==> src/rtl/dpot_pkg.sv <==
package dpot_pkg;
   localparam logic [3:0] TYPE_ID     = 4'b0101;
   localparam logic [7:0] STATUS_BYTE = 8'h51;

   localparam logic [3:0] OP_STEP   = 4'b0010;
   localparam logic [3:0] OP_RD_WCR = 4'b1001;
   localparam logic [3:0] OP_WR_WCR = 4'b1010;
   localparam logic [3:0] OP_RD_DR  = 4'b1011;
   localparam logic [3:0] OP_WR_DR  = 4'b1100;
   localparam logic [3:0] OP_DR2W   = 4'b1101;
   localparam logic [3:0] OP_W2DR   = 4'b1110;

   typedef enum logic [2:0] {
      CMD_NONE, CMD_WR_WCR, CMD_WR_DR, CMD_DR2W, CMD_W2DR
   } cmd_e;

   typedef enum logic [2:0] {
      FS_IDLE, FS_ADDR, FS_INSTR, FS_DATA_IN,
      FS_DATA_OUT, FS_READY, FS_STEP, FS_SKIP
   } fstate_e;
endpackage

==> src/rtl/dpot_sync.sv <==
module dpot_sync #(
   parameter int               WIDTH   = 1,
   parameter int               STAGES  = 2,
   parameter logic [WIDTH-1:0] RST_VAL = '0
) (
   input  logic             clk,
   input  logic             rst_n,
   input  logic [WIDTH-1:0] d,
   output logic [WIDTH-1:0] q
);
   if (STAGES < 0 || STAGES > 4) begin : g_bad_stages
      $error("dpot_sync: STAGES must be 0..4");
   end

   generate
      if (STAGES == 0) begin : g_bypass
         assign q = d;
      end else begin : g_chain
         logic [WIDTH-1:0] stg [STAGES];
         always_ff @(posedge clk or negedge rst_n) begin
            if (!rst_n) begin
               for (int i = 0; i < STAGES; i++) stg[i] <= RST_VAL;
            end else begin
               stg[0] <= d;
               for (int i = 1; i < STAGES; i++) stg[i] <= stg[i-1];
            end
         end
         assign q = stg[STAGES-1];
      end
   endgenerate
endmodule

==> src/rtl/dpot_frame.sv <==
module dpot_frame
   import dpot_pkg::*;
#(
   parameter int VAL_W  = 6,
   parameter int NUM_DR = 4,
   parameter int ADDR_W = 4
) (
   input  logic                    clk,
   input  logic                    rst_n,
   input  logic                    cs_n_s,
   input  logic                    sck_s,
   input  logic                    si_s,
   input  logic [ADDR_W-1:0]       dev_addr,
   input  logic [VAL_W-1:0]        wcr,
   input  logic [NUM_DR*VAL_W-1:0] dr_flat,
   input  logic                    busy,
   output logic                    cmd_valid,
   output cmd_e                    cmd_kind,
   output logic [1:0]              cmd_ptr,
   output logic [VAL_W-1:0]        cmd_data,
   output logic                    step_up,
   output logic                    step_dn,
   output logic                    so,
   output logic                    so_oe
);
   fstate_e          state;
   logic             cs_q, sck_q;
   logic             cs_fall, cs_rise, sck_rise, sck_fall;
   logic [2:0]       bit_cnt;
   logic [7:0]       sh, out_sr, byte_in;
   logic             byte_done, armed;
   cmd_e             lat_kind;
   logic [1:0]       lat_ptr;
   logic [VAL_W-1:0] lat_data;

   fstate_e          dec_state;
   cmd_e             dec_kind;
   logic [7:0]       dec_out;
   logic [3:0]       op;
   logic [1:0]       ptr;
   logic             ptr_ok, low_ok;

   function automatic logic [7:0] pad(input logic [VAL_W-1:0] v);
      logic [7:0] r;
      r = '0;
      r[VAL_W-1:0] = v;
      return r;
   endfunction

   always_ff @(posedge clk or negedge rst_n) begin
      if (!rst_n) begin
         cs_q  <= 1'b1;
         sck_q <= 1'b0;
      end else begin
         cs_q  <= cs_n_s;
         sck_q <= sck_s;
      end
   end

   assign cs_fall   = cs_q & ~cs_n_s;
   assign cs_rise   = ~cs_q & cs_n_s;
   assign sck_rise  = ~sck_q & sck_s & ~cs_n_s;
   assign sck_fall  = sck_q & ~sck_s & ~cs_n_s;
   assign byte_in   = {sh[6:0], si_s};
   assign byte_done = sck_rise && (bit_cnt == 3'd7);

   // command byte decode, evaluated on the bit that completes byte 2
   assign op     = byte_in[7:4];
   assign ptr    = byte_in[3:2];
   assign ptr_ok = int'(ptr) < NUM_DR;
   assign low_ok = (byte_in[1:0] == 2'b00);

   always_comb begin
      dec_state = FS_SKIP;
      dec_kind  = CMD_NONE;
      dec_out   = '0;
      if (byte_in == STATUS_BYTE) begin
         dec_state = FS_DATA_OUT;
         dec_out   = {7'd0, busy};
      end else if (low_ok && ptr_ok) begin
         case (op)
            OP_RD_WCR: begin
               dec_state = FS_DATA_OUT;
               dec_out   = pad(wcr);
            end
            OP_RD_DR: begin
               dec_state = FS_DATA_OUT;
               dec_out   = pad(dr_flat[int'(ptr)*VAL_W +: VAL_W]);
            end
            OP_WR_WCR: begin
               dec_state = FS_DATA_IN;
               dec_kind  = CMD_WR_WCR;
            end
            OP_WR_DR: begin
               dec_state = FS_DATA_IN;
               dec_kind  = CMD_WR_DR;
            end
            OP_DR2W: begin
               dec_state = FS_READY;
               dec_kind  = CMD_DR2W;
            end
            OP_W2DR: begin
               dec_state = FS_READY;
               dec_kind  = CMD_W2DR;
            end
            OP_STEP: begin
               if (ptr == 2'b00) dec_state = FS_STEP;
            end
            default: dec_state = FS_SKIP;
         endcase
      end
   end

   always_ff @(posedge clk or negedge rst_n) begin
      if (!rst_n) begin
         state    <= FS_IDLE;
         bit_cnt  <= '0;
         sh       <= '0;
         out_sr   <= '0;
         armed    <= 1'b0;
         lat_kind <= CMD_NONE;
         lat_ptr  <= '0;
         lat_data <= '0;
      end else if (cs_rise) begin
         state <= FS_IDLE;
         armed <= 1'b0;
      end else if (cs_fall) begin
         state   <= FS_ADDR;
         bit_cnt <= '0;
         armed   <= 1'b0;
      end else begin
         if (sck_rise) begin
            sh      <= byte_in;
            bit_cnt <= bit_cnt + 3'd1;
         end
         case (state)
            FS_ADDR: begin
               if (byte_done) begin
                  if (byte_in[7:4] == TYPE_ID && byte_in[ADDR_W-1:0] == dev_addr)
                     state <= FS_INSTR;
                  else
                     state <= FS_SKIP;
               end
            end
            FS_INSTR: begin
               if (byte_done) begin
                  state    <= dec_state;
                  lat_kind <= dec_kind;
                  lat_ptr  <= ptr;
                  out_sr   <= dec_out;
                  armed    <= 1'b0;
               end
            end
            FS_DATA_IN: begin
               if (byte_done) begin
                  state    <= FS_READY;
                  lat_data <= byte_in[VAL_W-1:0];
               end
            end
            FS_DATA_OUT: begin
               if (sck_rise) armed <= 1'b1;
               if (sck_fall && armed) out_sr <= {out_sr[6:0], 1'b0};
            end
            default: ;
         endcase
      end
   end

   assign cmd_valid = cs_rise && (state == FS_READY);
   assign cmd_kind  = lat_kind;
   assign cmd_ptr   = lat_ptr;
   assign cmd_data  = lat_data;
   assign step_up   = (state == FS_STEP) && sck_rise && si_s;
   assign step_dn   = (state == FS_STEP) && sck_rise && !si_s;
   assign so        = out_sr[7];
   assign so_oe     = (state == FS_DATA_OUT);

   // read data is only driven inside an open frame
   a_r13_oe_within_frame: assert property (@(posedge clk) disable iff (!rst_n)
      so_oe |-> !cs_q);

   // serial output moves only after a serial clock falling edge
   a_r5_so_moves_on_fall: assert property (@(posedge clk) disable iff (!rst_n)
      (so_oe && $past(so_oe) && !$past(sck_fall)) |-> $stable(so));
endmodule

==> src/rtl/dpot_regs.sv <==
module dpot_regs
   import dpot_pkg::*;
#(
   parameter int VAL_W       = 6,
   parameter int NUM_DR      = 4,
   parameter int BUSY_CYCLES = 1000
) (
   input  logic                    clk,
   input  logic                    rst_n,
   input  logic                    cmd_valid,
   input  cmd_e                    cmd_kind,
   input  logic [1:0]              cmd_ptr,
   input  logic [VAL_W-1:0]        cmd_data,
   input  logic                    step_up,
   input  logic                    step_dn,
   output logic [VAL_W-1:0]        wcr,
   output logic [NUM_DR*VAL_W-1:0] dr_flat,
   output logic                    busy
);
   localparam int               CNT_W   = $clog2(BUSY_CYCLES + 1);
   localparam logic [VAL_W-1:0] MAX_VAL = {VAL_W{1'b1}};
   localparam logic [CNT_W-1:0] CNT_LD  = CNT_W'(BUSY_CYCLES);

   logic             accept, nv_start;
   logic [CNT_W-1:0] cnt;
   logic [VAL_W-1:0] dr_sel;

   assign accept   = cmd_valid && !busy;
   assign nv_start = accept && (cmd_kind == CMD_WR_DR || cmd_kind == CMD_W2DR);
   assign dr_sel   = dr_flat[int'(cmd_ptr)*VAL_W +: VAL_W];

   always_ff @(posedge clk or negedge rst_n) begin
      if (!rst_n)                                 wcr <= '0;
      else if (accept && cmd_kind == CMD_WR_WCR)  wcr <= cmd_data;
      else if (accept && cmd_kind == CMD_DR2W)    wcr <= dr_sel;
      else if (step_up && wcr != MAX_VAL)         wcr <= wcr + 1'b1;
      else if (step_dn && wcr != '0)              wcr <= wcr - 1'b1;
   end

   generate
      for (genvar i = 0; i < NUM_DR; i++) begin : g_dr
         logic [VAL_W-1:0] q;
         always_ff @(posedge clk or negedge rst_n) begin
            if (!rst_n) q <= '0;
            else if (nv_start && int'(cmd_ptr) == i)
               q <= (cmd_kind == CMD_WR_DR) ? cmd_data : wcr;
         end
         assign dr_flat[i*VAL_W +: VAL_W] = q;
      end
   endgenerate

   always_ff @(posedge clk or negedge rst_n) begin
      if (!rst_n)          cnt <= '0;
      else if (nv_start)   cnt <= CNT_LD;
      else if (cnt != '0)  cnt <= cnt - 1'b1;
   end

   assign busy = (cnt != '0);

   // everything held cleared while reset is applied
   always @(posedge clk) begin
      if (!rst_n) a_r1_cleared_in_reset: assert (wcr == '0 && cnt == '0 && dr_flat == '0);
   end

   // one step per pulse, clamped at both ends
   a_r9_step_up_clamped: assert property (@(posedge clk) disable iff (!rst_n)
      step_up |=> wcr == (($past(wcr) == MAX_VAL) ? MAX_VAL : $past(wcr) + 1'b1));
   a_r9_step_dn_clamped: assert property (@(posedge clk) disable iff (!rst_n)
      step_dn |=> wcr == (($past(wcr) == '0) ? '0 : $past(wcr) - 1'b1));

   // commands landing in the busy window leave state untouched
   a_r11_busy_blocks: assert property (@(posedge clk) disable iff (!rst_n)
      (busy && cmd_valid) |=> ($stable(wcr) && $stable(dr_flat)));

   // busy window opens only on a committed command
   a_r4_busy_from_commit: assert property (@(posedge clk) disable iff (!rst_n)
      $rose(busy) |-> $past(cmd_valid));

   // wiper changes only after a commit or a step event
   a_r12_wcr_needs_event: assert property (@(posedge clk) disable iff (!rst_n)
      (!$past(cmd_valid) && !$past(step_up) && !$past(step_dn)) |-> $stable(wcr));
endmodule

==> src/rtl/dpot_ctrl.sv <==
module dpot_ctrl
   import dpot_pkg::*;
#(
   parameter int VAL_W       = 6,
   parameter int NUM_DR      = 4,
   parameter int ADDR_W      = 4,
   parameter int BUSY_CYCLES = 1000,
   parameter int SYNC_STAGES = 2
) (
   input  logic              clk,
   input  logic              rst_n,
   input  logic              cs_n,
   input  logic              sck,
   input  logic              si,
   input  logic [ADDR_W-1:0] dev_addr,
   output logic              so,
   output logic              so_oe,
   output logic [VAL_W-1:0]  wiper,
   output logic              busy
);
   if (VAL_W < 1 || VAL_W > 8) begin : g_bad_val
      $error("dpot_ctrl: VAL_W must be 1..8");
   end
   if (NUM_DR < 1 || NUM_DR > 4) begin : g_bad_dr
      $error("dpot_ctrl: NUM_DR must be 1..4");
   end
   if (ADDR_W < 1 || ADDR_W > 4) begin : g_bad_addr
      $error("dpot_ctrl: ADDR_W must be 1..4");
   end
   if (BUSY_CYCLES < 1) begin : g_bad_busy
      $error("dpot_ctrl: BUSY_CYCLES must be positive");
   end

   logic                    cs_s, sck_s, si_s;
   logic                    cmd_valid, step_up, step_dn;
   cmd_e                    cmd_kind;
   logic [1:0]              cmd_ptr;
   logic [VAL_W-1:0]        cmd_data, wcr;
   logic [NUM_DR*VAL_W-1:0] dr_flat;

   dpot_sync #(.WIDTH(3), .STAGES(SYNC_STAGES), .RST_VAL(3'b100)) u_sync (
      .clk   (clk),
      .rst_n (rst_n),
      .d     ({cs_n, sck, si}),
      .q     ({cs_s, sck_s, si_s})
   );

   dpot_frame #(.VAL_W(VAL_W), .NUM_DR(NUM_DR), .ADDR_W(ADDR_W)) u_frame (
      .clk       (clk),
      .rst_n     (rst_n),
      .cs_n_s    (cs_s),
      .sck_s     (sck_s),
      .si_s      (si_s),
      .dev_addr  (dev_addr),
      .wcr       (wcr),
      .dr_flat   (dr_flat),
      .busy      (busy),
      .cmd_valid (cmd_valid),
      .cmd_kind  (cmd_kind),
      .cmd_ptr   (cmd_ptr),
      .cmd_data  (cmd_data),
      .step_up   (step_up),
      .step_dn   (step_dn),
      .so        (so),
      .so_oe     (so_oe)
   );

   dpot_regs #(.VAL_W(VAL_W), .NUM_DR(NUM_DR), .BUSY_CYCLES(BUSY_CYCLES)) u_regs (
      .clk       (clk),
      .rst_n     (rst_n),
      .cmd_valid (cmd_valid),
      .cmd_kind  (cmd_kind),
      .cmd_ptr   (cmd_ptr),
      .cmd_data  (cmd_data),
      .step_up   (step_up),
      .step_dn   (step_dn),
      .wcr       (wcr),
      .dr_flat   (dr_flat),
      .busy      (busy)
   );

   assign wiper = wcr;
endmodule

==> config.mk <==
export PLATFORM = sky130hd
export DESIGN_NAME = dpot_ctrl
export DESIGN_NICKNAME = d
export VERILOG_FILES = /design/src/rtl/dpot_pkg.sv /design/src/rtl/dpot_sync.sv /design/src/rtl/dpot_frame.sv /design/src/rtl/dpot_regs.sv /design/src/rtl/dpot_ctrl.sv
export SDC_FILE = /design/constraint.sdc
export NUM_CORES = 1
export LEC_CHECK = 0
export BUFFER_PORTS_ARGS = -buffer_cell sky130_fd_sc_hd__clkbuf_2
export CAP_MARGIN = 20
export CORE_ASPECT_RATIO = 0.7
export CORE_MARGIN = 3
export CORE_UTILIZATION = 45
export CTS_CLUSTER_SIZE = 20
export DETAILED_ROUTE_END_ITERATION = 8
export PLACE_DENSITY = 0.68
export SKIP_CTS_REPAIR_TIMING = 1
export SYNTH_ARGS = -nofsm -noshare
export SYNTH_HDL_FRONTEND = slang
export SYNTH_SLANG_ARGS = --single-unit
==> constraint.sdc <==
create_clock -name clk -period 2.8 [get_ports clk]
set_clock_uncertainty 0.05 [all_clocks]
set_input_delay 0.14 -clock clk [delete_from_list [all_inputs] [get_ports clk]]
set_output_delay 0.14 -clock clk [all_outputs]
set_load 0.01 [all_outputs]
==> run metrics <==
DP Wirelength=7.529 mm; final setup violation count=0; total inserted antenna cells=0; TritonCTS clock tree=done; net switching share of the total power=31.79%; post-placement setup slack=0.01145 ns; hold crit path type=input pin to asynchronous set/reset pin; cell with the most instances after synthesis=sky130_fd_sc_hd__dfrtp_1; first-pass GRT wire length=17.60 mm; Finished Layout Cells=584; min setup slack post-route=0.1188 ns; power dissipated by switching net loads=1.272 mW; top post-synthesis cells by count=sky130_fd_sc_hd__dfrtp_1 (78), sky130_fd_sc_hd__nand2_1 (62), sky130_fd_sc_hd__o21ai_1 (28); Warnings, synthesis=0; number of global-route vias before repair=3,410; worst relative slew slack=53.96%; max-capacitance violation count=0; clock edge transition at the registers on the reported setup and hold paths=0.06 ns; routed wire length per instance=18.12 um; biggest area contributors in the synthesized netlist=sky130_fd_sc_hd__dfrtp_1 (44%), sky130_fd_sc_hd__mux4_2 (6.1%), sky130_fd_sc_hd__mux2i_1 (5.8%); gate count after technology mapping=417; maximum number of pins on one net before global-route repair=82; status=finished clean; RSZ-0062 raised after global routing=true; min cycle time layout=2.681 ns; post-synthesis cell type with the largest combined area=sky130_fd_sc_hd__dfrtp_1; number of library cell types mapped by synthesis=66; Routed Antenna Nets=0; post-layout total power=4.000 mW; DIE WIDTH=125.0 um; final weighted congestion in routability-driven placement=0.8898; maximum resistive drop on vdd=0.3403 mV; number of remaining DRC errors=0; data required time of the worst path=3.01 ns; Top FF cell, synth=sky130_fd_sc_hd__dfrtp_1; Netlist Area Pre-Place=4458 um2; fraction of final layout cells sized beyond drive strength 1=24.78%; Die Outline Area=11,160 um2; core area=9361 um2; antenna violations before repair=0; port buffer count=17; mean cell area of the mapped netlist=10.69 um2; portion of synthesized cell area occupied by the leading cell type=43.78%; leakage power summed over all cells=2.243 nW; Crit Path Max Fanout=5; largest buffer count on any clock path=2; count of endpoints failing hold in the final timing report=0; number of buffers created by CTS=9; crit share post-route=95.76%; Final Net Count=474; fill count=800; average via count per standard cell=5.774; Worst Setup End Kind=flip-flop; Initial Utilization=47.62%; final cell area excluding filler cells=5251 um2; CTS root buf=sky130_fd_sc_hd__clkbuf_16; number of nets produced by synthesis=436; Vias=3,372; leftover overflow at the end of global routing=0; type of origin of the critical path=flip-flop; Die Y=89.28 um; CP max-delay cell=sky130_fd_sc_hd__or3b_4; family with the most delay on the worst path=simple AND/OR/NAND/NOR gates; number of flops mapped to enable cells by yosys=0; synth-to-layout area growth=17.79%; internal power contribution=2.729 mW; # H-tree levels=3; Crit path largest cell delay=0.47 ns; Max Clock Freq=0.3730 GHz; sequential fraction of the synthesis area=45.55%; number of instances in the placed design=560; number of core rows=29; top-level port count=18; combinational share of power=31.2%; cells along the critical path=nor3b_4, nand3_2, or3b_4, ha_4, and2_4, a311o_1, a21oi_2, mux2i_1, mux2i_1; clock latency at the later pin of the worst-skew pair=0.34 ns; Async S/R FF share, synth=100.0%; Crit Path Class=flip-flop to flip-flop; first drt pass iteration count=5; buffers and inverters on the worst path=0; sequential share of power=34.5%; post-synthesis sequential element count=81; Post-Route WL=10.58 mm; overall global routing resource usage=20.16%; clock net sink count=81; cell type with the highest occurrence count on the critical path=sky130_fd_sc_hd__mux2i_1; First DRT Iteration DRCs=345; Cell Area, Placed=4778 um2; arrival time at the worst endpoint=2.89 ns; pins over their slew limit=0; worst-margin pin slew=0.6906 ns; power share of the clock group=34.3%; areal power density over the cells=761.8 nW/um2
## final timing paths
| kind | start | endpoint | slack, ns | cells past startpoint |
|---|---|---|---|---|
| max in group asynchronous | rst_n | u_frame.cs_q | 1.97 | 3 |
| worst max register to register | u_frame.sck_q | u_regs.wcr[5] | 0.12 | 9 |
| worst min-delay path | rst_n | u_regs.cnt[5] | 0.12 | 2 |
| min in group clk | u_sync.g_chain.stg[4] | u_sync.q[1] | 0.30 | 0 |
| worst min register to register | u_sync.g_chain.stg[4] | u_sync.q[1] | 0.30 | 0 |
| worst max-delay path | u_frame.sck_q | u_regs.wcr[5] | 0.12 | 9 |
## worst reg2reg max path, cell delays in order (launching register included)
cell and delay [ns]:
sky130_fd_sc_hd__dfrtp_1 0.44, sky130_fd_sc_hd__nor3b_4 0.24, sky130_fd_sc_hd__nand3_2 0.10, sky130_fd_sc_hd__or3b_4 0.47, sky130_fd_sc_hd__ha_4 0.25, sky130_fd_sc_hd__and2_4 0.14, sky130_fd_sc_hd__a311o_1 0.32, sky130_fd_sc_hd__a21oi_2 0.14
sky130_fd_sc_hd__mux2i_1 0.25, sky130_fd_sc_hd__mux2i_1 0.20
## registers in the layout, indices dropped and copies added, names as in the netlist
signal              cells
u_frame.cmd_kind        3
u_frame.state           3
u_regs.wcr              6
u_regs.g_dr.q          24
u_sync.q                3
u_frame.armed           1
u_frame.cs_q            1
u_frame.bit_cnt         3
u_regs.cnt             10
u_frame.sck_q           1
u_sync.g_chain.stg      3
u_frame.out_sr          8
u_frame.sh              7
u_frame.cmd_ptr         2
u_frame.cmd_data        6
## cells in the final DEF, fill, tap and decap left out, types with 3 or more instances in the layout
cell / count
sky130_fd_sc_hd__nor3b_1: 4
sky130_fd_sc_hd__nand3_2: 3
sky130_fd_sc_hd__xor2_1: 7
sky130_fd_sc_hd__mux4_2: 12
sky130_fd_sc_hd__o31ai_1: 3
sky130_fd_sc_hd__nor2_1: 15
sky130_fd_sc_hd__a21oi_1: 12
sky130_fd_sc_hd__buf_4: 26
sky130_fd_sc_hd__a22oi_1: 3
sky130_fd_sc_hd__nand2_1: 62
sky130_fd_sc_hd__o21ai_1: 28
sky130_fd_sc_hd__clkbuf_16: 9
sky130_fd_sc_hd__a21o_1: 3
sky130_fd_sc_hd__clkbuf_2: 16
sky130_fd_sc_hd__xnor2_1: 8
sky130_fd_sc_hd__inv_1: 10
sky130_fd_sc_hd__clkinv_2: 3
sky130_fd_sc_hd__dlygate4sd3_1: 4
sky130_fd_sc_hd__nor3_1: 9
sky130_fd_sc_hd__dfrtp_1: 78
sky130_fd_sc_hd__nor2b_1: 5
sky130_fd_sc_hd__nand2b_1: 3
sky130_fd_sc_hd__nand3_1: 7
sky130_fd_sc_hd__dfstp_2: 3
sky130_fd_sc_hd__mux2i_1: 26
sky130_fd_sc_hd__nand4_1: 5
sky130_fd_sc_hd__ha_1: 6
sky130_fd_sc_hd__o21ai_2: 4
sky130_fd_sc_hd__o21ai_0: 12
sky130_fd_sc_hd__mux2_2: 15
sky130_fd_sc_hd__or4_1: 5
sky130_fd_sc_hd__bufinv_16: 3
## metal layers
| metal | track usage [%] | wire (um) | up-vias |
|---|---|---|---|
| li1 | - | - | 1595 |
| met3 | 5.134 | 457 | 11 |
| met4 | 5.610 | 98 | 0 |
| met2 | 31.40 | 4743 | 80 |
| met1 | 28.42 | 5283 | 1686 |
| met5 | 0 | 0 | - |
## cell families (layout without fill, tap and decap cells)
group                    after synthesis  count (layout)  share of synthesized area (%)
adder cells (fa/ha/maj)               10              10                          2.975
AND/OR/NAND/NOR                      145             145                          18.27
buffers and inverters                 30              73                          3.003
XOR/XNOR                              15              15                          2.947
flip-flops                            81              81                          45.55
multiplexers                          53              53                          15.69
AO/OA/AOI/OAI                         83              83                          11.56
## power groups by stage
stage / logic, mW / clock network (mW) / registers, mW
floorplan: 0.740 / 0 / 1.43
global placement: 1.15 / 0 / 1.38
detailed placement: 1.18 / 0 / 1.40
CTS: 1.18 / 1.39 / 1.38
global route: 1.38 / 1.43 / 1.40
finish: 1.25 / 1.37 / 1.38
## final cells by class
type	instances	area, um2	area share, %
Tap cell	124	155.1	2.954
Inverter	10	37.54	0.7148
Multi-Input combinational cell	306	2341	44.58
Timing Repair Buffer	47	342.8	6.528
Clock buffer	10	239.0	4.551
Sequential cell	81	2031	38.67
Clock inverter	6	105.1	2.001
## stage by stage
stage | hold WS [ns] | setup TNS (ns) | utilization, %
3_5_place_dp | 0.1847 | 0 | 51.04
6_report | 0.1183 | 0 | 56.09
2_1_floorplan | -0.2056 | 0 | -
3_3_place_gp | 0.1786 | 0 | 51.04
4_1_cts | -0.1754 | -0.009616 | 54.72
5_1_grt | 0.1321 | -0.001283 | 56.09
(Power assumes the default switching activity.)
